File: src/rtl/uart_rxerr_pkg.sv
package uart_rxerr_pkg;
  localparam int FE_POS = 0;
  localparam int BI_POS = 1;
  localparam int NFLAGS = 2;

  // mask of the data bits in use for a length code
  function automatic logic [7:0] len_mask(input logic [1:0] code, input int min_bits);
    logic [7:0] m;
    m = '0;
    for (int i = 0; i < 8; i++) begin
      if (i < min_bits + int'(code)) m[i] = 1'b1;
    end
    return m;
  endfunction

  // break: stop low and all counted bits low
  function automatic logic all_low(input logic stop_eff, input logic [7:0] word,
                                   input logic [7:0] mask, input logic par_on,
                                   input logic par);
    return !stop_eff && ((word & mask) == 8'h00) && !(par_on && par);
  endfunction
endpackage

File: src/rtl/rx_char_classify.sv
module rx_char_classify
  import uart_rxerr_pkg::*;
#(
  parameter int DATA_W   = 8,
  parameter int LEN_W    = 2,
  parameter int MIN_BITS = 5
) (
  input  logic              stop_bit,
  input  logic              force_bad_stop,
  input  logic [DATA_W-1:0] word,
  input  logic              parity,
  input  logic              par_en,
  input  logic [LEN_W-1:0]  len,
  output logic              is_fe,
  output logic              is_bi
);
  logic       stop_eff;
  logic [7:0] mask;
  logic [7:0] word8;

  always_comb begin
    stop_eff = stop_bit && !force_bad_stop;
    mask     = len_mask(len, MIN_BITS);
    word8    = 8'(word);
    is_fe    = !stop_eff;
    is_bi    = all_low(stop_eff, word8, mask, par_en, parity);
  end
endmodule

File: src/rtl/rx_status_src.sv
module rx_status_src #(
  parameter int NFLAGS = 2
) (
  input  logic              fifo_en,
  input  logic              stop_strobe,
  input  logic              buf_load,
  input  logic [NFLAGS-1:0] char_st,
  input  logic [NFLAGS-1:0] ent_st,
  output logic              load_evt,
  output logic [NFLAGS-1:0] src_st
);
  always_comb begin
    if (fifo_en) begin
      load_evt = buf_load;
      src_st   = ent_st;
    end else begin
      load_evt = stop_strobe;
      src_st   = char_st;
    end
  end
endmodule

File: src/rtl/sticky_flag.sv
module sticky_flag (
  input  logic clk,
  input  logic rst_n,
  input  logic set,
  input  logic clr,
  output logic q
);
  always_ff @(posedge clk or negedge rst_n) begin
    if (!rst_n)   q <= 1'b0;
    else if (set) q <= 1'b1;
    else if (clr) q <= 1'b0;
  end
endmodule

File: src/rtl/uart_rx_errflags.sv
module uart_rx_errflags
  import uart_rxerr_pkg::*;
#(
  parameter int DATA_W   = 8,
  parameter int LEN_W    = 2,
  parameter int MIN_BITS = 5
) (
  input  logic              clk,
  input  logic              rst_n,
  input  logic              fifo_en,
  input  logic              par_en,
  input  logic [LEN_W-1:0]  data_len,
  input  logic              force_bad_stop,
  input  logic              stop_strobe,
  input  logic              stop_bit,
  input  logic [DATA_W-1:0] rx_word,
  input  logic              rx_parity,
  input  logic              buf_load,
  input  logic              ent_fe,
  input  logic              ent_bi,
  input  logic              clr_wr,
  input  logic [NFLAGS-1:0] clr_data,
  input  logic              rd_ack,
  output logic              char_fe,
  output logic              char_bi,
  output logic              fe_flag,
  output logic              bi_flag,
  output logic              dr_flag
);
  logic              load_evt;
  logic [NFLAGS-1:0] char_st, ent_st, src_st, flag_q, flag_set, flag_clr;

  rx_char_classify #(.DATA_W(DATA_W), .LEN_W(LEN_W), .MIN_BITS(MIN_BITS)) u_cls (
    .stop_bit(stop_bit), .force_bad_stop(force_bad_stop), .word(rx_word),
    .parity(rx_parity), .par_en(par_en), .len(data_len),
    .is_fe(char_fe), .is_bi(char_bi)
  );

  always_comb begin
    char_st         = '0;
    char_st[FE_POS] = char_fe;
    char_st[BI_POS] = char_bi;
    ent_st          = '0;
    ent_st[FE_POS]  = ent_fe;
    ent_st[BI_POS]  = ent_bi;
  end

  rx_status_src #(.NFLAGS(NFLAGS)) u_src (
    .fifo_en(fifo_en), .stop_strobe(stop_strobe), .buf_load(buf_load),
    .char_st(char_st), .ent_st(ent_st), .load_evt(load_evt), .src_st(src_st)
  );

  for (genvar g = 0; g < NFLAGS; g++) begin : g_flag
    assign flag_set[g] = load_evt && src_st[g];
    assign flag_clr[g] = clr_wr && clr_data[g];
    sticky_flag u_flag (
      .clk(clk), .rst_n(rst_n), .set(flag_set[g]), .clr(flag_clr[g]), .q(flag_q[g])
    );
  end

  sticky_flag u_dr (
    .clk(clk), .rst_n(rst_n), .set(load_evt), .clr(rd_ack), .q(dr_flag)
  );

  assign fe_flag = flag_q[FE_POS];
  assign bi_flag = flag_q[BI_POS];
endmodule

File: config.mk
export PLATFORM = sky130hd
export DESIGN_NAME = uart_rx_errflags
export DESIGN_NICKNAME = d
export VERILOG_FILES = /design/src/rtl/uart_rxerr_pkg.sv /design/src/rtl/rx_char_classify.sv /design/src/rtl/rx_status_src.sv /design/src/rtl/sticky_flag.sv /design/src/rtl/uart_rx_errflags.sv
export SDC_FILE = /design/constraint.sdc
export NUM_CORES = 1
export LEC_CHECK = 0
export BUFFER_PORTS_ARGS = -buffer_cell sky130_fd_sc_hd__buf_2
export CORE_AREA = 4 4 41 43
export DETAILED_ROUTE_END_ITERATION = 8
export DIE_AREA = 0 0 45 47
export PLACE_DENSITY_LB_ADDON = 0.08
export SLEW_MARGIN = 0
export SYNTH_ARGS = -nofsm -noshare
export SYNTH_HDL_FRONTEND = slang
export SYNTH_SLANG_ARGS = --single-unit
File: constraint.sdc
create_clock -name clk -period 1.1 [get_ports clk]
set_clock_uncertainty 0.15 [all_clocks]
set_input_delay 0 -clock clk [delete_from_list [all_inputs] [get_ports clk]]
set_output_delay 0 -clock clk [all_outputs]
set_load 0.03 [all_outputs]
==> reports/summary.txt, run 1 <==
Outcome: finished with violations
Failing checks: negative hold slack
R2r startpoint: g_flag[1].u_flag.q$_DFFE_PN0P_
Row Count: 13
Post-Layout Cell Count: 85
Syn Inst Count: 25
Setup slack, reg-to-reg: 0.29 ns
Crit-path cells: dlygate4sd3_1 -> buf_2 -> nand2b_4 -> o311ai_2
Via density: 4.059
Unrepaired setup endpoints after global routing: false
Period minus WS final: 1.025 ns
Root Buffer: clkbuf_4
TritonCTS clock tree: yes
Avg Inst Size Synth: 8.158 um2
FF-to-FF path depth: 2
Placed Instances: 69
Syn Nets: 50
Global route overflow: 0
Global-route wire length before repair: 1311 um
Post-CTS Setup Repair Bufs: 0
Crit path largest cell delay: 0.53 ns
Share of cells above drive strength 1: 0.5143
Critical path startpoint category: input pin
Final setup viols: 0
FF+latch area: 75.07 um2
Ys Warns: 0
HP Start: rx_word[3]
CP Data Arrival Time: 1.01 ns
Setup WS post-layout: 0.07456 ns
Die area: 0.002115 mm2
Hold path cells: 4
Worst-margin pin slew: 0.2487 ns
Critical Path End Type: register
Final Hold Viols: 1
Min-Delay Endpoint: g_flag[1].u_flag.q$_DFFE_PN0P_
Final TNS setup: 0 ns
# fillers: 148
Final wirelength: 781 um
Die Y: 47 um
Num ports: 30
Starting Density: 0.1567
Total GRT Usage: 0.09019
Worst path required time: 1.09 ns
TritonRoute pass-1 iters: 2
Commonest non-fill, non-tap cell in the layout: buf_2
H-Tree Depth: 1
Worst path slowest cell: dlygate4sd3_1
Initial antenna violation count: 0
Post-Syn Area: 203.9 um2
Clk slew on worst S/H paths: 0.04 ns
FF-to-FF End: g_flag[1].u_flag.q$_DFFE_PN0P_
Min-Delay Path Class: in2reg
Max cap viols: 0
Routed vias: 345
DR DRC count: 0
Setup CP Type: in2reg
Worst skew pair latency: 0.23 ns
Pleak: 0.2643 nW
Area Growth Syn to Fin: 155.8%
Power Density: 944.6 mW/mm2
Final period utilization: 0.9322
Post-layout util: 0.4010
Die Wd: 45 um
Worst hold slack: -0.02661 ns
ANT cells: 0
VDD IR max: 0.2876 mV
DR iter-0 viols: 2
Final nets: 96
Pin count of the biggest net entering global routing: 6
Clk sinks: 3
Final Max Tran Viols: 0
Register bit total from synthesis: 3
CTS buffer count: 3
Yosys cell types: 13
RePlAce Congestion: 0.6736
Area of the multi-input gates: 132.6 um2
Fmax: 0.9752 GHz
Post-route ant nets: 0
Crit-path max FO: 5
Vias in the first global route: 359
Post-Place Setup Slack: 0.1628 ns
Area of the core: 0.001301 mm2
Clock buffer depth: 2
Post-synthesis sequential area ratio: 0.3681
Slew headroom: 0.8334
Avg WL per Cell: 9.188 um
Commonest cells after routing, fill and taps aside: buf_2 (29), dlygate4sd3_1 (12), nand2_1 (7)
Buffers on Ports: 29
==> area by class of cell <==
cell class | instances | area share
Multi-Input combinational cell | 21 | 0.2542
Sequential cell | 3 | 0.1439
Timing Repair Buffer | 41 | 0.5084
Inverter | 1 | 0.007194
Tap cell | 15 | 0.03597
Clock buffer | 4 | 0.05036
==> how the worst max path moves through the flow <==
stage                                         startpoint                              to  cells after the start
after global routing                             fifo_en  g_flag[1].u_flag.q$_DFFE_PN0P_                      4
final                                            fifo_en  g_flag[1].u_flag.q$_DFFE_PN0P_                      4
after global placement                            par_en  g_flag[1].u_flag.q$_DFFE_PN0P_                      4
after CTS                                        fifo_en  g_flag[1].u_flag.q$_DFFE_PN0P_                      4
after floorplan           g_flag[1].u_flag.q$_DFFE_PN0P_  g_flag[1].u_flag.q$_DFFE_PN0P_                      2
after detailed placement                      rx_word[4]  g_flag[1].u_flag.q$_DFFE_PN0P_                      4
==> cell families (layout without fill, tap and decap cells) <==
group,after synthesis,after routing,share of synthesized area
DFF,3,3,0.3681
AOI/OAI and AO/OA,6,6,0.2637
and+or+nand+nor,15,15,0.3497
buffers and inverters,1,46,0.01839
==> critical path, delay by kind of cell <==
kind	cells	cell delay, ns
AND/OR/NAND/NOR	1	0.14
AO/OA/AOI/OAI	1	0.19
buffers and inverters	2	0.68
==> synth_stat cells, drive strengths merged <==
| master | instances | area, um2 |
|---|---|---|
| nand3 | 3 | 15.01 |
| nand2b | 3 | 21.27 |
| o311ai | 1 | 16.27 |
| a211oi | 1 | 12.51 |
| dfrtp | 3 | 75.07 |
| nor3 | 1 | 5.000 |
| inv | 1 | 3.750 |
| o21ai | 1 | 5.000 |
| o211ai | 2 | 15.01 |
| nand2 | 7 | 26.28 |
| a21oi | 1 | 5.000 |
| nor2 | 1 | 3.750 |
==> metrics by stage <==
step                      total power (W)  area [um2]
after floorplan                 0.0001969       203.9
after global placement          0.0002659       367.9
final                           0.0004929       521.8
after detailed placement        0.0002662       367.9
after CTS                       0.0005035       514.2
after global routing            0.0005247       521.8
==> flip-flops by register name (all words and copies together) (netlist names) <==
signal	cells
g_flag.u_flag.q	2
u_dr.q	1
==> per-layer routing <==
layer | GRT usage | routed length (um) | vias up | part of all wire
met5 | 0 | 0 | - | 0
met3 | 0 | 104 | 2 | 0.13
met1 | 0.1073 | 329 | 136 | 0.42
li1 | - | - | 179 | -
met2 | 0.1299 | 327 | 28 | 0.42
met4 | 0.1228 | 19 | 0 | 0.024
==> where the power goes <==
part | internal, W | total [W] | switching (W)
Sequential | 0.000124 | 0.000130 | 0.00000536
Combinational | 0.0000895 | 0.000169 | 0.0000795
Clock | 0.000136 | 0.000194 | 0.0000582
Total | 0.000350 | 0.000493 | 0.000143
==> timing repair <==
action                                  4_1_cts  5_1_grt
hold endpoints to repair                      6        0
gates resized for setup                       0        1
endpoints found under the setup margin        0        1
hold buffers                                 12        0
(Power assumes the default switching activity.)
==> run 2, diff against run 1 <==
- ABC_AREA: not set -> 1
==> reports/summary.txt, run 2 <==
CP Data Arrival Time: 1.00 ns
Crit path largest cell delay: 0.53 ns
Area of the core: 0.001301 mm2
Ys Warns: 0
Die area: 0.002115 mm2
Syn Nets: 64
Power Density: 934.8 mW/mm2
Worst hold slack: -0.05989 ns
Worst-margin pin slew: 0.1854 ns
Final period utilization: 0.9351
FF-to-FF path depth: 2
H-Tree Depth: 1
R2r startpoint: g_flag[0].u_flag.q$_DFFE_PN0P_
Post-synth EDFFs: 0
Register bit total from synthesis: 3
Setup slack, reg-to-reg: 0.32 ns
Clock buffer depth: 2
CTS buffer count: 3
Fraction of registers with async set/reset: 1.000
FF-to-FF End: g_flag[0].u_flag.q$_DFFE_PN0P_
Max cap viols: 0
Period minus WS final: 1.029 ns
Initial antenna violation count: 0
Post-Syn Area: 225.2 um2
Total GRT Usage: 0.08875
Num ports: 30
Via density: 3.765
Final setup viols: 0
Vias in the first global route: 345
Top-count cell post-synth: nand2_1
Root Buffer: clkbuf_4
Final Power: 0.0004948 W
Global route overflow: 0
Detailed Place HPWL: 596.2 um
Area contributors post-synth: dfrtp_1 (33%), nand2_1 (22%), inv_1 (13%)
Crit-path max FO: 3
Critical Path End Type: register
Min-Delay Endpoint: u_dr.q$_DFFE_PN0P_
Synth Area in Simple Gates: 0.4000
Setup CP Type: in2reg
Final wirelength: 781 um
DR DRC count: 0
Final Hold Viols: 1
Pleak: 0.3229 nW
Worst path required time: 1.07 ns
Commonest cells after routing, fill and taps aside: buf_2 (29), nand2_1 (13), dlygate4sd3_1 (11)
Largest family of logic cells by synthesized area: simple AND/OR/NAND/NOR gates
Fmax: 0.9722 GHz
Setup WS post-layout: 0.07141 ns
Largest regs: g_flag.u_flag.q: 2 flops, u_dr.q: 1 flops
Synth area leader: dfrtp_1
Post-route ant nets: 0
CTS Hold Bufs: 11
Final nets: 109
Hold path cells: 3
Crit-path cells: dlygate4sd3_1 -> buf_2 -> mux2i_2 -> nor2_1 -> nand2_1 -> nand2_1
Post-Synth Adder-Cell Area: 0
Synth Flop Type: dfrtp_1
Multiplexer share of the synthesized area: 0.04444
Clk sinks: 3
FF+latch area: 75.07 um2
Area Growth Syn to Fin: 135.0%
Die Wd: 45 um
Starting Density: 0.1731
Syn Inst Count: 39
Slew headroom: 0.8740
Share of cells above drive strength 1: 0.4096
Min-Delay Path Class: in2reg
Failing checks: negative hold slack
Die Y: 47 um
TritonCTS clock tree: yes
# fillers: 150
Design Area, Final: 529.3 um2
Routed vias: 369
Worst skew pair latency: 0.23 ns
Worst path slowest cell: dlygate4sd3_1
Final TNS setup: 0 ns
Unrepaired setup endpoints after global routing: false
Outcome: finished with violations
Critical path startpoint category: input pin
Post-synthesis xor/xnor area fraction: 0
Most frequent CP cell: nand2_1
Commonest cells in the netlist: nand2_1 (13), inv_1 (8), nor2_1 (8)
Avg WL per Cell: 7.969 um
TritonRoute pass-1 iters: 2
Max FFs per register: 2
RePlAce Congestion: 0.6263
Avg Inst Size Synth: 5.775 um2
Buffers on Ports: 29
Clk slew on worst S/H paths: 0.04 ns
VDD IR max: 0.5033 mV
Area of placed instances: 389.1 um2
Final Max Tran Viols: 0
Commonest non-fill, non-tap cell in the layout: buf_2
Pin count of the biggest net entering global routing: 5
Post-synthesis sequential area ratio: 0.3333
HP Start: fifo_en
Yosys cell types: 9
ANT cells: 0
Synth Area in Compound Gates: 0.08889
Row Count: 13
Area share of the largest cell type after synthesis: 0.3333
Post-Place Setup Slack: 0.2433 ns
Reg with most FFs: g_flag.u_flag.q
Area of the multi-input gates: 123.9 um2
DR iter-0 viols: 5
Global-route wire length before repair: 1290 um
run 2: changes by cell type after synthesis, moves of 2 or more:
cell      change
nand3_1       -2
nand2_1       +6
o21ai_0       +2
inv_1         +7
nor2_1        +7
o211ai_1      -2
nand2b_1      -2
run 2: critical path, delay by kind of cell:
kind / cells / cell delay [ns]
AND/OR/NAND/NOR: 3 / 0.17
buffers and inverters: 2 / 0.65
multiplexers: 1 / 0.18
run 2: cells by family (layout without fill, tap and decap cells):
group | Yosys count | after routing
simple gates | 23 | 23
buf+inv | 8 | 52
compound gates | 4 | 4
flops | 3 | 3
mux | 1 | 1
run 2: timing repair:
action,CTS,global route
endpoints found under the hold margin,6,1
buffers inserted,0,0
setup endpoints to repair,0,3
resized for setup,0,1
run 2: final cells by class:
type | count | area share
well taps | 15 | 0.03546
clock buffers | 4 | 0.04965
multi-input cells | 28 | 0.2340
flip-flops and latches | 3 | 0.1418
inverters | 8 | 0.05674
repair buffers | 40 | 0.4823
run 2: where the power goes:
| group | total, W | internal [W] | switching [W] | leakage [nW] |
|---|---|---|---|---|
| logic | 0.000171 | 0.0000864 | 0.0000844 | 0.274 |
| clock network | 0.000193 | 0.000136 | 0.0000567 | 0.0150 |
| registers | 0.000131 | 0.000125 | 0.00000609 | 0.0337 |
run 2: how the worst max path moves through the flow:
stage / to / from / cells after the start / slack [ns]
finish: g_flag[1].u_flag.q$_DFFE_PN0P_ / stop_strobe / 6 / 0.07
global placement: char_bi / rx_word[1] / 7 / 0.25
detailed placement: char_bi / rx_word[4] / 7 / 0.24
global route: g_flag[1].u_flag.q$_DFFE_PN0P_ / stop_strobe / 6 / 0.02
CTS: g_flag[1].u_flag.q$_DFFE_PN0P_ / buf_load / 6 / 0.05
floorplan: g_flag[0].u_flag.q$_DFFE_PN0P_ / g_flag[0].u_flag.q$_DFFE_PN0P_ / 2 / 0.19
run 2: metal layers:
layer | routed length [um] | track usage | vias to the layer above
li1 | - | - | 204
met1 | 268 | 0.08257 | 149
met2 | 413 | 0.1525 | 16
met3 | 100 | 0.03831 | 0
met4 | 0 | 0.07018 | 0
met5 | 0 | 0 | -
run 2: metrics by stage:
stage / instances / utilization
after floorplan: 39 / -
after detailed placement: 83 / 0.2990
after CTS: 98 / 0.4038
final: 98 / 0.4067
after global routing: 98 / 0.4067
after global placement: 83 / 0.2990
